$ cat src/rtl/fxdiv_pkg.sv
package fxdiv_pkg;
  typedef enum logic [2:0] {
    S_IDLE,
    S_SIZE,
    S_SEED,
    S_SUB,
    S_DECIDE,
    S_SHIFT,
    S_FINISH
  } fxdiv_state_e;
endpackage

$ cat src/rtl/fxdiv_core.sv
module fxdiv_core #(
  parameter int M = 4,
  parameter int N = 4
) (
  input  logic                 clk,
  input  logic                 rst_n,
  input  logic                 start,
  input  logic                 negate,
  input  logic [2*M+N-1:0]     dividend,
  input  logic [M+N-1:0]       divisor,
  output logic [2*M+N-1:0]     quotient,
  output logic [M+N-1:0]       residue,
  output logic                 done,
  output logic                 div_zero,
  output logic                 busy,
  output logic [M+N-1:0]       held_divisor
);
  import fxdiv_pkg::*;

  localparam int DW = 2*M + N;
  localparam int VW = M + N;
  localparam int EW = DW + N;
  localparam int RW = VW + 1;
  localparam int CW = $clog2(EW + 1);

  // significant width of a divisor: index of its top set bit plus one
  function automatic logic [CW-1:0] sig_width(input logic [VW-1:0] v);
    logic [CW-1:0] w;
    w = '0;
    for (int i = 0; i < VW; i++) begin
      if (v[i]) w = CW'(i + 1);
    end
    return w;
  endfunction

  // leading len bits of the extended dividend, right aligned
  function automatic logic [RW-1:0] seed_bits(input logic [EW-1:0] e,
                                              input logic [CW-1:0] len);
    logic [EW-1:0] s;
    s = e >> (EW - int'(len));
    return s[RW-1:0];
  endfunction

  // trial subtraction; top bit set means the divisor did not fit
  function automatic logic [RW:0] trial(input logic [RW-1:0] r,
                                        input logic [VW-1:0] d);
    return {1'b0, r} - {2'b00, d};
  endfunction

  fxdiv_state_e st_q;
  logic [EW-1:0] ext_q;
  logic [VW-1:0] dvs_q;
  logic [RW-1:0] rem_q;
  logic [RW:0]   diff_q;
  logic [DW-1:0] acc_q;
  logic [CW-1:0] len_q;
  logic [CW-1:0] left_q;
  logic          neg_q;
  logic          zero_q;

  logic [CW-1:0] pick;
  logic [EW-1:0] shifted;
  logic          next_bit;
  logic          fits;

  assign pick     = left_q - 1'b1;
  assign shifted  = ext_q >> pick;
  assign next_bit = shifted[0];
  assign fits     = ~diff_q[RW];

  assign busy         = (st_q != S_IDLE);
  assign held_divisor = dvs_q;

  always_ff @(posedge clk or negedge rst_n) begin
    if (!rst_n) begin
      st_q     <= S_IDLE;
      ext_q    <= '0;
      dvs_q    <= '0;
      rem_q    <= '0;
      diff_q   <= '0;
      acc_q    <= '0;
      len_q    <= '0;
      left_q   <= '0;
      neg_q    <= 1'b0;
      zero_q   <= 1'b0;
      quotient <= '0;
      residue  <= '0;
      done     <= 1'b0;
      div_zero <= 1'b0;
    end else begin
      done <= 1'b0;
      unique case (st_q)
        S_IDLE: begin
          if (start) begin
            ext_q <= {dividend, {N{1'b0}}};
            dvs_q <= divisor;
            neg_q <= negate;
            acc_q <= '0;
            st_q  <= S_SIZE;
          end
        end
        S_SIZE: begin
          zero_q <= (dvs_q == '0);
          len_q  <= sig_width(dvs_q);
          st_q   <= (dvs_q == '0) ? S_FINISH : S_SEED;
        end
        S_SEED: begin
          rem_q  <= seed_bits(ext_q, len_q);
          left_q <= CW'(EW) - len_q;
          st_q   <= S_SUB;
        end
        S_SUB: begin
          diff_q <= trial(rem_q, dvs_q);
          st_q   <= S_DECIDE;
        end
        S_DECIDE: begin
          if (fits) rem_q <= diff_q[RW-1:0];
          acc_q <= {acc_q[DW-2:0], fits};
          st_q  <= S_SHIFT;
        end
        S_SHIFT: begin
          if (left_q != '0) begin
            rem_q  <= {rem_q[RW-2:0], next_bit};
            left_q <= left_q - 1'b1;
            st_q   <= S_SUB;
          end else begin
            st_q <= S_FINISH;
          end
        end
        S_FINISH: begin
          done <= 1'b1;
          if (zero_q) begin
            quotient <= '0;
            residue  <= '0;
            div_zero <= 1'b1;
          end else begin
            quotient <= neg_q ? (~acc_q + 1'b1) : acc_q;
            residue  <= rem_q[VW-1:0];
            div_zero <= 1'b0;
          end
          st_q <= S_IDLE;
        end
        default: st_q <= S_IDLE;
      endcase
    end
  end
endmodule

$ cat src/rtl/fxdiv_top.sv
module fxdiv_top #(
  parameter int M      = 4,
  parameter int N      = 4,
  parameter int SIGNED = 0
) (
  input  logic                 clk,
  input  logic                 rst_n,
  input  logic                 enable,
  input  logic [2*M+N-1:0]     dividend,
  input  logic [M+N-1:0]       divisor,
  output logic [2*M+N-1:0]     quotient,
  output logic [M+N-1:0]       residue,
  output logic                 done,
  output logic                 div_zero
);
  localparam int DW = 2*M + N;
  localparam int VW = M + N;

  function automatic logic [DW-1:0] mag_a(input logic [DW-1:0] v);
    return v[DW-1] ? (~v + 1'b1) : v;
  endfunction

  function automatic logic [VW-1:0] mag_b(input logic [VW-1:0] v);
    return v[VW-1] ? (~v + 1'b1) : v;
  endfunction

  logic [DW-1:0] op_a;
  logic [VW-1:0] op_b;
  logic          flip;
  logic          core_busy;
  logic [VW-1:0] held_divisor;

  generate
    if (SIGNED != 0) begin : g_signed
      assign op_a = mag_a(dividend);
      assign op_b = mag_b(divisor);
      assign flip = dividend[DW-1] ^ divisor[VW-1];
    end else begin : g_unsigned
      assign op_a = dividend;
      assign op_b = divisor;
      assign flip = 1'b0;
    end
  endgenerate

  fxdiv_core #(.M(M), .N(N)) u_core (
    .clk          (clk),
    .rst_n        (rst_n),
    .start        (enable),
    .negate       (flip),
    .dividend     (op_a),
    .divisor      (op_b),
    .quotient     (quotient),
    .residue      (residue),
    .done         (done),
    .div_zero     (div_zero),
    .busy         (core_busy),
    .held_divisor (held_divisor)
  );
endmodule

$ cat config.mk
export PLATFORM = sky130hd
export DESIGN_NAME = fxdiv_top
export DESIGN_NICKNAME = d
export VERILOG_FILES = /design/src/rtl/fxdiv_pkg.sv /design/src/rtl/fxdiv_core.sv /design/src/rtl/fxdiv_top.sv
export SDC_FILE = /design/constraint.sdc
export NUM_CORES = 1
export LEC_CHECK = 0
export BUFFER_PORTS_ARGS = -buffer_cell sky130_fd_sc_hd__clkbuf_2
export CORE_MARGIN = 5
export CORE_UTILIZATION = 35
export DETAILED_ROUTE_END_ITERATION = 12
export PLACE_DENSITY = 0.57
export SYNTH_ARGS = -nofsm -noshare
export SYNTH_HDL_FRONTEND = slang
export SYNTH_SLANG_ARGS = --single-unit
$ cat constraint.sdc
create_clock -name clk -period 3.3 [get_ports clk]
set_input_delay 0.33 -clock clk [delete_from_list [all_inputs] [get_ports clk]]
set_output_delay 0.33 -clock clk [all_outputs]
set_load 0.1 [all_outputs]
### After elaboration in Yosys (flattened, before gate mapping)

Cells that the tools add are included.

| operators by class | value |
|---|---|
| mux-type cells | 23 |
| eq/ne operators | 9 |
| bitwise operators | 1 |
| shift-type cells | 2 |
| reductions and logical operators | 10 |
| add/sub/neg operators | 4 |

Operators with widths:

| kind | number |
|---|---|
| 16-bit by 32-bit right shift with 9-bit output | 1 |
| 9-bit case mux with 3 select lines | 1 |
| 12-bit two-way mux | 2 |
| 12-bit case mux with 2 select lines | 1 |
| 3-bit two-way mux | 7 |
| 9-bit two-way mux | 2 |
| 3-bit case mux with 6 select lines | 1 |
| 16-bit by 5-bit right shift with 1-bit output | 1 |
| 5-bit case mux with 2 select lines | 1 |
| 9-bit by 8-bit subtractor with 10-bit output | 1 |
| 3-bit == test (second input constant) | 3 |
| 8-bit zero test | 1 |
| 8-bit two-way mux | 1 |
| 3-bit by 2-bit == test with 1-bit output (second input constant) | 2 |
| 2-bit AND reduction | 3 |
| 5-bit by 5-bit subtractor with 6-bit output (first input constant) | 1 |
| 5-bit two-way mux | 1 |
| 5-bit nonzero test | 1 |
| 5-bit by 1-bit subtractor with 5-bit output (second input constant) | 1 |
| 5-bit subtractor (first input constant) | 1 |
| 2-bit two-way mux | 2 |
| 4-bit two-way mux | 1 |
| 2-bit != test (second input constant) | 2 |
| 2-bit nonzero test | 2 |
| other kinds (7) | 9 |

| storage, ports and cells | value |
|---|---|
| word-level logic and storage cells | 62 |
| register bits | 87 |
| input bits | 23 |

### Longest topological paths before layout

Gate-level depths: netlist (run 1).

| logic depth | value |
|---|---|
| depth after elaboration | 8 |
| depth in mapped cells | 11 |

### Modules after synthesis

Synthesis (run 1) repeated with hierarchy kept, for this count alone.

| second synthesis, totals | value |
|---|---|
| cell total of the unflattened synthesis | 518 |
| area total of the unflattened synthesis | 4906.0 um^2 |

By module, submodules not included:

| module | times used | cells an instance | sequential area each (um^2) | area each (um^2) |
|---|---|---|---|---|
| fxdiv_core | 1 | 517 | 2177.1 | 4902.2 |
| fxdiv_top | 1 | 1 | 0.0 | 3.8 |

### Least setup slack after synthesis (run 1)

OpenSTA, ideal clock, no wires.

| timing path | value |
|---|---|
| kind | reg-to-reg |
| start point | reg u_core.len_q[0] |
| end point | reg u_core.rem_q[4] |
| slack | 1.064 ns |
| library setup time | 0.137 ns |
| arrival | 2.099 ns |
| cell stages (with the launch flop) | 10 |
| required time | 3.163 ns |
| cells stage by stage | dfrtp_1 -> buf_6 -> inv_1 -> ha_1 -> buf_6 -> mux4_2 -> mux2i_1 -> o21ai_1 -> a222oi_1 -> a21oi_1 |

| between the ends | value |
|---|---|
| word-level cells in the longest chain between the ends | 3 |

RTL lines:

| what | line | text |
|---|---|---|
| from (decl) | fxdiv_core.sv:56 | `logic [CW-1:0] len_q;` |
| from (signal assigned) | fxdiv_core.sv:104 | `len_q <= sig_width(dvs_q);` |
| 5-bit by 5-bit subtractor with 6-bit output | fxdiv_core.sv:40 | `s = e >> (EW - int'(len));` |
| 16-bit by 32-bit right shift with 9-bit output | fxdiv_core.sv:40 |  |
| 9-bit case mux with 3 select lines | fxdiv_core.sv:92 | `unique case (st_q)` |
| to (signal assigned) | fxdiv_core.sv:108 | `rem_q <= seed_bits(ext_q, len_q);` |
| to (signal assigned) | fxdiv_core.sv:117 | `if (fits) rem_q <= diff_q[RW-1:0];` |
| to (signal assigned) | fxdiv_core.sv:123 | `rem_q <= {rem_q[RW-2:0], next_bit};` |
| to (decl) | fxdiv_core.sv:53 | `logic [RW-1:0] rem_q;` |

Every way passes these cells.
A chain may end at the register's enable or synchronous reset.

### Final worst setup path (run 1)

| timing path | value |
|---|---|
| start point | reg u_core.len_q[0] |
| end point | reg u_core.rem_q[7] |

The elaborated chain is that of the path after synthesis.

==> metrics.md, run 1 <==
| Metric | Value |
|---|---|
| CP Capture Type | flop |
| DP HPWL | 7610 um |
| Slew HR | around a third |
| Top Ports | 45 |
| Worst r2r dst | u_core.rem_q[7]$_DFFE_PN0P_ |
| Final core occ | between 40% and 50% |
| RSZ-0062 raised after global routing | false |
| Root Driver | clkbuf_16 |
| Die ar. | between 15000 and 20000 um^2 |
| Commonest non-fill, non-tap cell in the layout | dfrtp_1 |
| Cells after Synth | 454 |
| DP Cell Count | about 660 |
| GPL Wtd Cong | 0.856 |
| Status | finished clean |
| FF-to-FF setup slack | between 0.5 and 0.6 ns |
| R2R depth | 7 |
| GRT Total Usage | about 14% |
| Part of the Yosys area used for sequential elements | 46.4% |
| Pin count of the biggest net entering global routing | 43 |
| Max-cap viol count | 0 |
| Layout Area Growth over Synthesis | 14.7% |
| CTS Sinks | 86 |
| Via Count | approximately 3400 |
| Mapped cell area | 4640 um^2 |
| Setup Viol. Count Final | 0 |
| Via density | between 5 and 6 |
| Syn Nets | about 490 |
| Fmax achieved | approximately 370 MHz |
| FF+latch count, synth | between 80 and 90 |
| # DRC | 0 |
| 1st-iter DRT viols | 170 |
| Fill cells | about 1300 |
| TritonCTS Buffers | 9 |
| Final hold violations | 0 |
| HP Start | divisor[3] |
| Synth unique cells | 50 |
| Initial cell density of the core | about a third |
| Worst Max-Slew Pin Slew | ~1 ns |
| Crit start category | flop |
| Crit path time final | around 2.7 ns |
| Post-CTS setup buffer count | 0 |
| CP peak stage delay | around 0.76 ns |
| CP Class | flop to flop |
| Delay-heaviest family, CP | multiplexers |
| Avg Cell Area, Syn | between 10 and 15 um^2 |
| Die Span X | roughly 130 um |
| Commonest cells after routing, fill and taps aside | 86 x dfrtp_1, 56 x nand2_1, 50 x o21ai_0, 43 x clkbuf_2, 23 x nand2b_1 |
| Antenna Nets Post-Route | 0 |
| Nets | roughly 530 |
| CTS H-tree depth | 3 |
| Worst-Skew Late Latency | about 0.35 ns |
| CP max-delay cell | ha_1 |
| Initial antenna violation count | 0 |
| Core area | roughly 13000 um^2 |
| Hold-critical path endpoint | u_core.held_divisor[3]$_DFFE_PN0P_ |
| Worst Hold Class | input port to flop |
| Overflow after GRT | 0 |
| Post-synth EDFFs | 0 |
| Worst Path Required | 3.50 ns |
| Fin. max-slew vios | 0 |
| TNS Setup | 0 ns |
| CP max FO | 18 |
| # rows | 42 |
| Asr flop ratio synth | between 90% and 100% |
| Number of diodes | 0 |
| Pre-antenna DRT Iters | 4 |
| Worst path cell trace | inv_1, ha_1, mux4_2, mux2i_1, o21ai_1, a222oi_1, a21oi_1 |
| Die height | approximately 130 um |
| Dpl ws | slightly above 0.6 ns |
| Share of post-route cells with drive strength above 1 | between 20% and 30% |
| Final wirelength | 10300 um |
| Maximum buffer depth of the clock tree | 2 |
| Clock transition at the registers of the reported paths | 0.06 ns |
| CTS tree | yes |
| Vias in the first global route | 3403 |
| # port buffers | 44 |
| Buf/Inv on CP | 1 |
| Setup ws final | between 0.5 and 0.6 ns |
| CP arrival | 2.91 ns |
| WL/cell | ~15 um |
| Period utilization | 82.1% |
| Primary FF master, synth | dfrtp_1 |
| Yosys warns | 0 |
| Hold depth | 3 |
| Clock skew | 0.00632 ns |
| Final Non-Filler Cells | between 600 and 700 |
| Reg2Reg Launch Point | u_core.len_q[0]$_DFFE_PN0P_ |
| First-pass GRT wire length | roughly 17000 um |
## per-stage QoR
step | hold slack, ns | instance area, um^2
after floorplan | 0.0344 | 4640
after global placement | 0.351 | 5010
after detailed placement | 0.358 | 5010
after CTS | 0.179 | 5320
after global routing | 0.200 | 5320
final | 0.189 | 5320
## synth_stat cells, types with 3 or more instances
master / number / share of area [%]
nor3_1: 8 / 0.86
a21oi_1: 19 / 2.1
mux2_2: 16 / 3.9
o31ai_1: 8 / 1.3
nor2_1: 20 / 1.6
dfrtp_1: 86 / 46
mux2i_1: 13 / 2.8
inv_1: 16 / 1.3
a21oi_2: 3 / 0.57
nor2b_1: 4 / 0.54
a21o_1: 3 / 0.49
a222oi_1: 4 / 0.86
buf_6: 3 / 0.73
buf_2: 6 / 0.65
clkbuf_1: 16 / 1.3
o21a_1: 5 / 0.81
ha_1: 11 / 3.0
nand3b_1: 7 / 1.1
nand2_1: 56 / 4.5
a22o_1: 11 / 2.1
nand2b_1: 23 / 3.1
o21ai_0: 50 / 5.4
xnor2_1: 7 / 1.3
xor2_1: 3 / 0.57
nand3_1: 9 / 0.97
a31oi_1: 6 / 0.81
o21ai_1: 6 / 0.65
nor3b_1: 3 / 0.49
mux4_2: 7 / 3.4
## layout make-up
cell class                      instances  area [um^2]  area share, %
Clock buffer                           10          239           4.49
Clock inverter                          6         61.3           1.15
Timing Repair Buffer                   53          293           5.51
Multi-Input combinational cell        326         2290           43.1
Inverter                               16         60.1           1.13
Tap cell                              176          220           4.14
Sequential cell                        86         2150           40.5
## logic make-up (layout without fill, tap and decap cells)
logic type / after synthesis / count (layout) / share of synthesized area, %
AND/OR/NAND/NOR: 140 / 140 / 15.5
AO/OA/AOI/OAI: 125 / 125 / 16.8
flip-flops: 86 / 86 / 46.4
buffers and inverters: 42 / 85 / 4.13
multiplexers: 38 / 38 / 11.2
adder cells (fa/ha/maj): 12 / 12 / 3.40
XOR/XNOR: 11 / 11 / 2.48
## routing by layer
| layer | part of all wire [%] | wire length (um) | global-route usage [%] |
|---|---|---|---|
| met3 | 4.8 | 495 | 4.05 |
| met2 | 47 | 4820 | 21.6 |
| met4 | 1.7 | 172 | 4.78 |
| met1 | 47 | 4840 | 18.0 |
| met5 | 0 | 0 | 0 |
## registers in the layout, indices dropped and copies added (netlist names)
signal and flops:
u_core.acc_q 12, u_core.diff_q 10, u_core.div_zero 1, u_core.done 1, u_core.ext_q 12, u_core.held_divisor 8, u_core.left_q 5, u_core.len_q 4
u_core.quotient 12, u_core.rem_q 9, u_core.residue 8, u_core.st_q 3, u_core.zero_q 1
## worst register-to-register path, cell delays in order (launching register included)
cell	delay [ns]
dfrtp_1	0.34
inv_1	0.11
ha_1	0.76
mux4_2	0.60
mux2i_1	0.22
o21ai_1	0.09
a222oi_1	0.33
a21oi_1	0.12
## how the worst max path moves through the flow
stage,from,end,slack (ns),cells past startpoint
2_1_floorplan,u_core.len_q[0]$_DFFE_PN0P_,u_core.rem_q[4]$_DFFE_PN0P_,1.06,9
3_3_place_gp,u_core.len_q[0]$_DFFE_PN0P_,u_core.rem_q[4]$_DFFE_PN0P_,0.70,7
3_5_place_dp,u_core.len_q[0]$_DFFE_PN0P_,u_core.rem_q[7]$_DFFE_PN0P_,0.62,7
4_1_cts,u_core.len_q[0]$_DFFE_PN0P_,u_core.rem_q[7]$_DFFE_PN0P_,0.58,7
5_1_grt,u_core.len_q[0]$_DFFE_PN0P_,u_core.rem_q[4]$_DFFE_PN0P_,0.33,7
6_report,u_core.len_q[0]$_DFFE_PN0P_,u_core.rem_q[7]$_DFFE_PN0P_,0.59,7
## repair_timing
item,4_1_cts,5_1_grt
hold buffers,1,0
setup endpoints to repair,0,0
resized for setup,0,0
endpoints found under the hold margin,32,0
Power of run 1 is not shown: default switching activity piles up to over one toggle a cycle in this logic, so the estimate is an artifact.
==> run 2: changes to the inputs <==
==> constraint.sdc (replaced) <==
create_clock -name clk -period 2.75 [get_ports clk]
set_input_delay 0.275 -clock clk [delete_from_list [all_inputs] [get_ports clk]]
set_output_delay 0.275 -clock clk [all_outputs]
set_load 0.1 [all_outputs]
==> run 2 against run 1 <==
Effect of this change:
- register-to-register slack got worse by 0.36 ns
- fmax increased by 7.7%
- die area unchanged
- final area about the same
- sequential cell count is the same
==> metrics.md, run 2 (synthesis results as in run 1) <==
| Metric | Value |
|---|---|
| Status | finished clean |
| CTS H-tree depth | 3 (unchanged) |
| Layout Area Growth over Synthesis | 14.8% (about the same) |
| Initial cell density of the core | 35.3% (unchanged) |
| Die ar. | 15600 um^2 (unchanged) |
| TNS Setup | 0 ns (unchanged) |
| Biggest regs | u_core.acc_q (12), u_core.ext_q (12), u_core.quotient (12) |
| Core area | 13100 um^2 (unchanged) |
| Hold depth | 3 (unchanged) |
| CP Capture Type | flop |
| Worst-Skew Late Latency | 0.35 ns (about the same) |
| Top Ports | 45 (unchanged) |
| Worst Path Required | 3.04 ns (-0.46 ns) |
| Number of diodes | 0 (unchanged) |
| Reg2Reg Launch Point | u_core.rem_q[1]$_DFFE_PN0P_ |
| Clock skew | 0.00584 ns (-0.000484 ns) |
| TritonCTS Buffers | 9 (unchanged) |
| HP Start | divisor[2] |
| Post-CTS setup buffer count | 0 (unchanged) |
| Final wirelength | 10800 um (+4.1%) |
| Pre-antenna DRT Iters | 4 (unchanged) |
| Root Driver | clkbuf_16 |
| CP Class | flop to flop |
| Maximum buffer depth of the clock tree | 2 (unchanged) |
| R2R depth | 8 (+1) |
| FF-to-FF setup slack | 0.23 ns (-0.36 ns) |
| Initial antenna violation count | 0 (unchanged) |
| Vias in the first global route | 3587 (+5.4%) |
| Slew HR | 32.3% (+0.067 points) |
| Fmax achieved | 398 MHz (+7.7%) |
| CTS Sinks | 86 (unchanged) |
| GPL Wtd Cong | 0.846 (-1.2%) |
| Clock transition at the registers of the reported paths | 0.06 ns (about the same) |
| # DRC | 0 (unchanged) |
| Worst Hold Class | input port to flop |
| Worst r2r dst | u_core.diff_q[9]$_DFFE_PN0N_ |
| Commonest cells after routing, fill and taps aside | 86 x dfrtp_1, 56 x nand2_1, 50 x o21ai_0, 43 x clkbuf_2, 23 x nand2b_1 |
| Die height | 125 um (unchanged) |
| # rows | 42 (unchanged) |
| Via Count | 3534 (+2.5%) |
| Via density | 5.23 (+2.1%) |
| Crit path time final | 2.52 ns (-0.195 ns) |
| CP max FO | 5 (-13) |
| Pin count of the biggest net entering global routing | 51 (+19%) |
| Overflow after GRT | 0 (unchanged) |
| First-pass GRT wire length | 18500 um (+6.2%) |
| 1st-iter DRT viols | 232 (+36%) |
| Final hold violations | 0 (unchanged) |
| Worst Max-Slew Pin Slew | 1.01 ns (-0.000997 ns) |
| Fin. max-slew vios | 0 (unchanged) |
| Commonest non-fill, non-tap cell in the layout | dfrtp_1 |
| Die Span X | 125 um (unchanged) |
| CTS tree | yes |
| GRT Total Usage | 14.5% (+0.84 points) |
| CP arrival | 2.81 ns (-0.10 ns) |
| Hold-critical path endpoint | u_core.held_divisor[2]$_DFFE_PN0P_ |
| Period utilization | 91.5% (+9.3 points) |
| Max-cap viol count | 0 (unchanged) |
| Setup Viol. Count Final | 0 (unchanged) |
| Crit start category | flop |
| DP HPWL | 7820 um (+2.7%) |
| Nets | 530 (+0.57%) |
| # port buffers | 44 (unchanged) |
| RSZ-0062 raised after global routing | false |
| Share of post-route cells with drive strength above 1 | 20.6% (+0.48 points) |
| Antenna Nets Post-Route | 0 (unchanged) |
| WL/cell | 15.9 um (+3.6%) |
run 2: cell types whose count changed in the layout (fill, tap and decap cells not counted):
| cell | change |
|---|---|
| buf_4 | +2 |
| clkbuf_8 | -1 |
| clkinv_4 | -1 |
| clkbuf_1 | +1 |
| inv_6 | +1 |
| clkinv_2 | +1 |
| bufinv_16 | -1 |
| buf_12 | +1 |
| ha_1 | -1 |
| ha_2 | +1 |
run 2: critical path, stage by stage (launching register included):
cell and delay (ns):
dfrtp_1 0.47, ha_1 0.30, nor2b_1 0.13, o21a_1 0.18, o21a_1 0.20, o31a_1 0.27, a2111oi_0 0.62, buf_4 0.21
a21o_1 0.07
run 2: area by class of cell:
type	count	area, um^2
clock inverters	6	36.3
flip-flops and latches	86	2150
repair buffers	56	328
clock buffers	10	229
fillers	1356	7820
inverters	16	60.1
well taps	176	220
multi-input cells	326	2290
run 2: worst max-delay path by stage:
| stage | startpoint | to | slack [ns] | cells past startpoint |
|---|---|---|---|---|
| 3_5_place_dp | u_core.len_q[0]$_DFFE_PN0P_ | u_core.rem_q[5]$_DFFE_PN0P_ | 0.18 | 9 |
| 6_report | u_core.rem_q[1]$_DFFE_PN0P_ | u_core.diff_q[9]$_DFFE_PN0N_ | 0.23 | 8 |
| 4_1_cts | u_core.len_q[0]$_DFFE_PN0P_ | u_core.rem_q[5]$_DFFE_PN0P_ | 0.18 | 9 |
| 5_1_grt | u_core.len_q[1]$_DFFE_PN0P_ | u_core.rem_q[5]$_DFFE_PN0P_ | 0.04 | 9 |
| 2_1_floorplan | u_core.len_q[0]$_DFFE_PN0P_ | u_core.rem_q[4]$_DFFE_PN0P_ | 0.51 | 9 |
| 3_3_place_gp | u_core.rem_q[1]$_DFFE_PN0P_ | u_core.diff_q[9]$_DFFE_PN0N_ | 0.26 | 8 |
run 2: layer usage:
| metal | routed length [um] | GRT usage [%] |
|---|---|---|
| met5 | 0 | 0 |
| met1 | 5100 | 19.7 |
| met2 | 5090 | 22.8 |
| met4 | 135 | 4.91 |
| met3 | 433 | 3.58 |
run 2: repair_timing:
item | in CTS | in global routing
hold buffers | 1 | 0
resized for setup | 0 | 1
setup endpoints to repair | 0 | 2
hold endpoints to repair | 36 | 0
run 2: stage by stage:
stage	hold WS, ns	setup WS [ns]	std cells	area, um^2	util [%]
4_1_cts	0.121	0.176	676	5320	40.5
3_5_place_dp	0.288	0.178	659	5040	38.4
6_report	0.131	0.235	676	5320	40.5
3_3_place_gp	0.288	0.263	659	5040	38.4
2_1_floorplan	-0.0206	0.514	454	4640	-
5_1_grt	0.131	0.0403	676	5320	40.5
Power of run 2 is left out for the same reason.
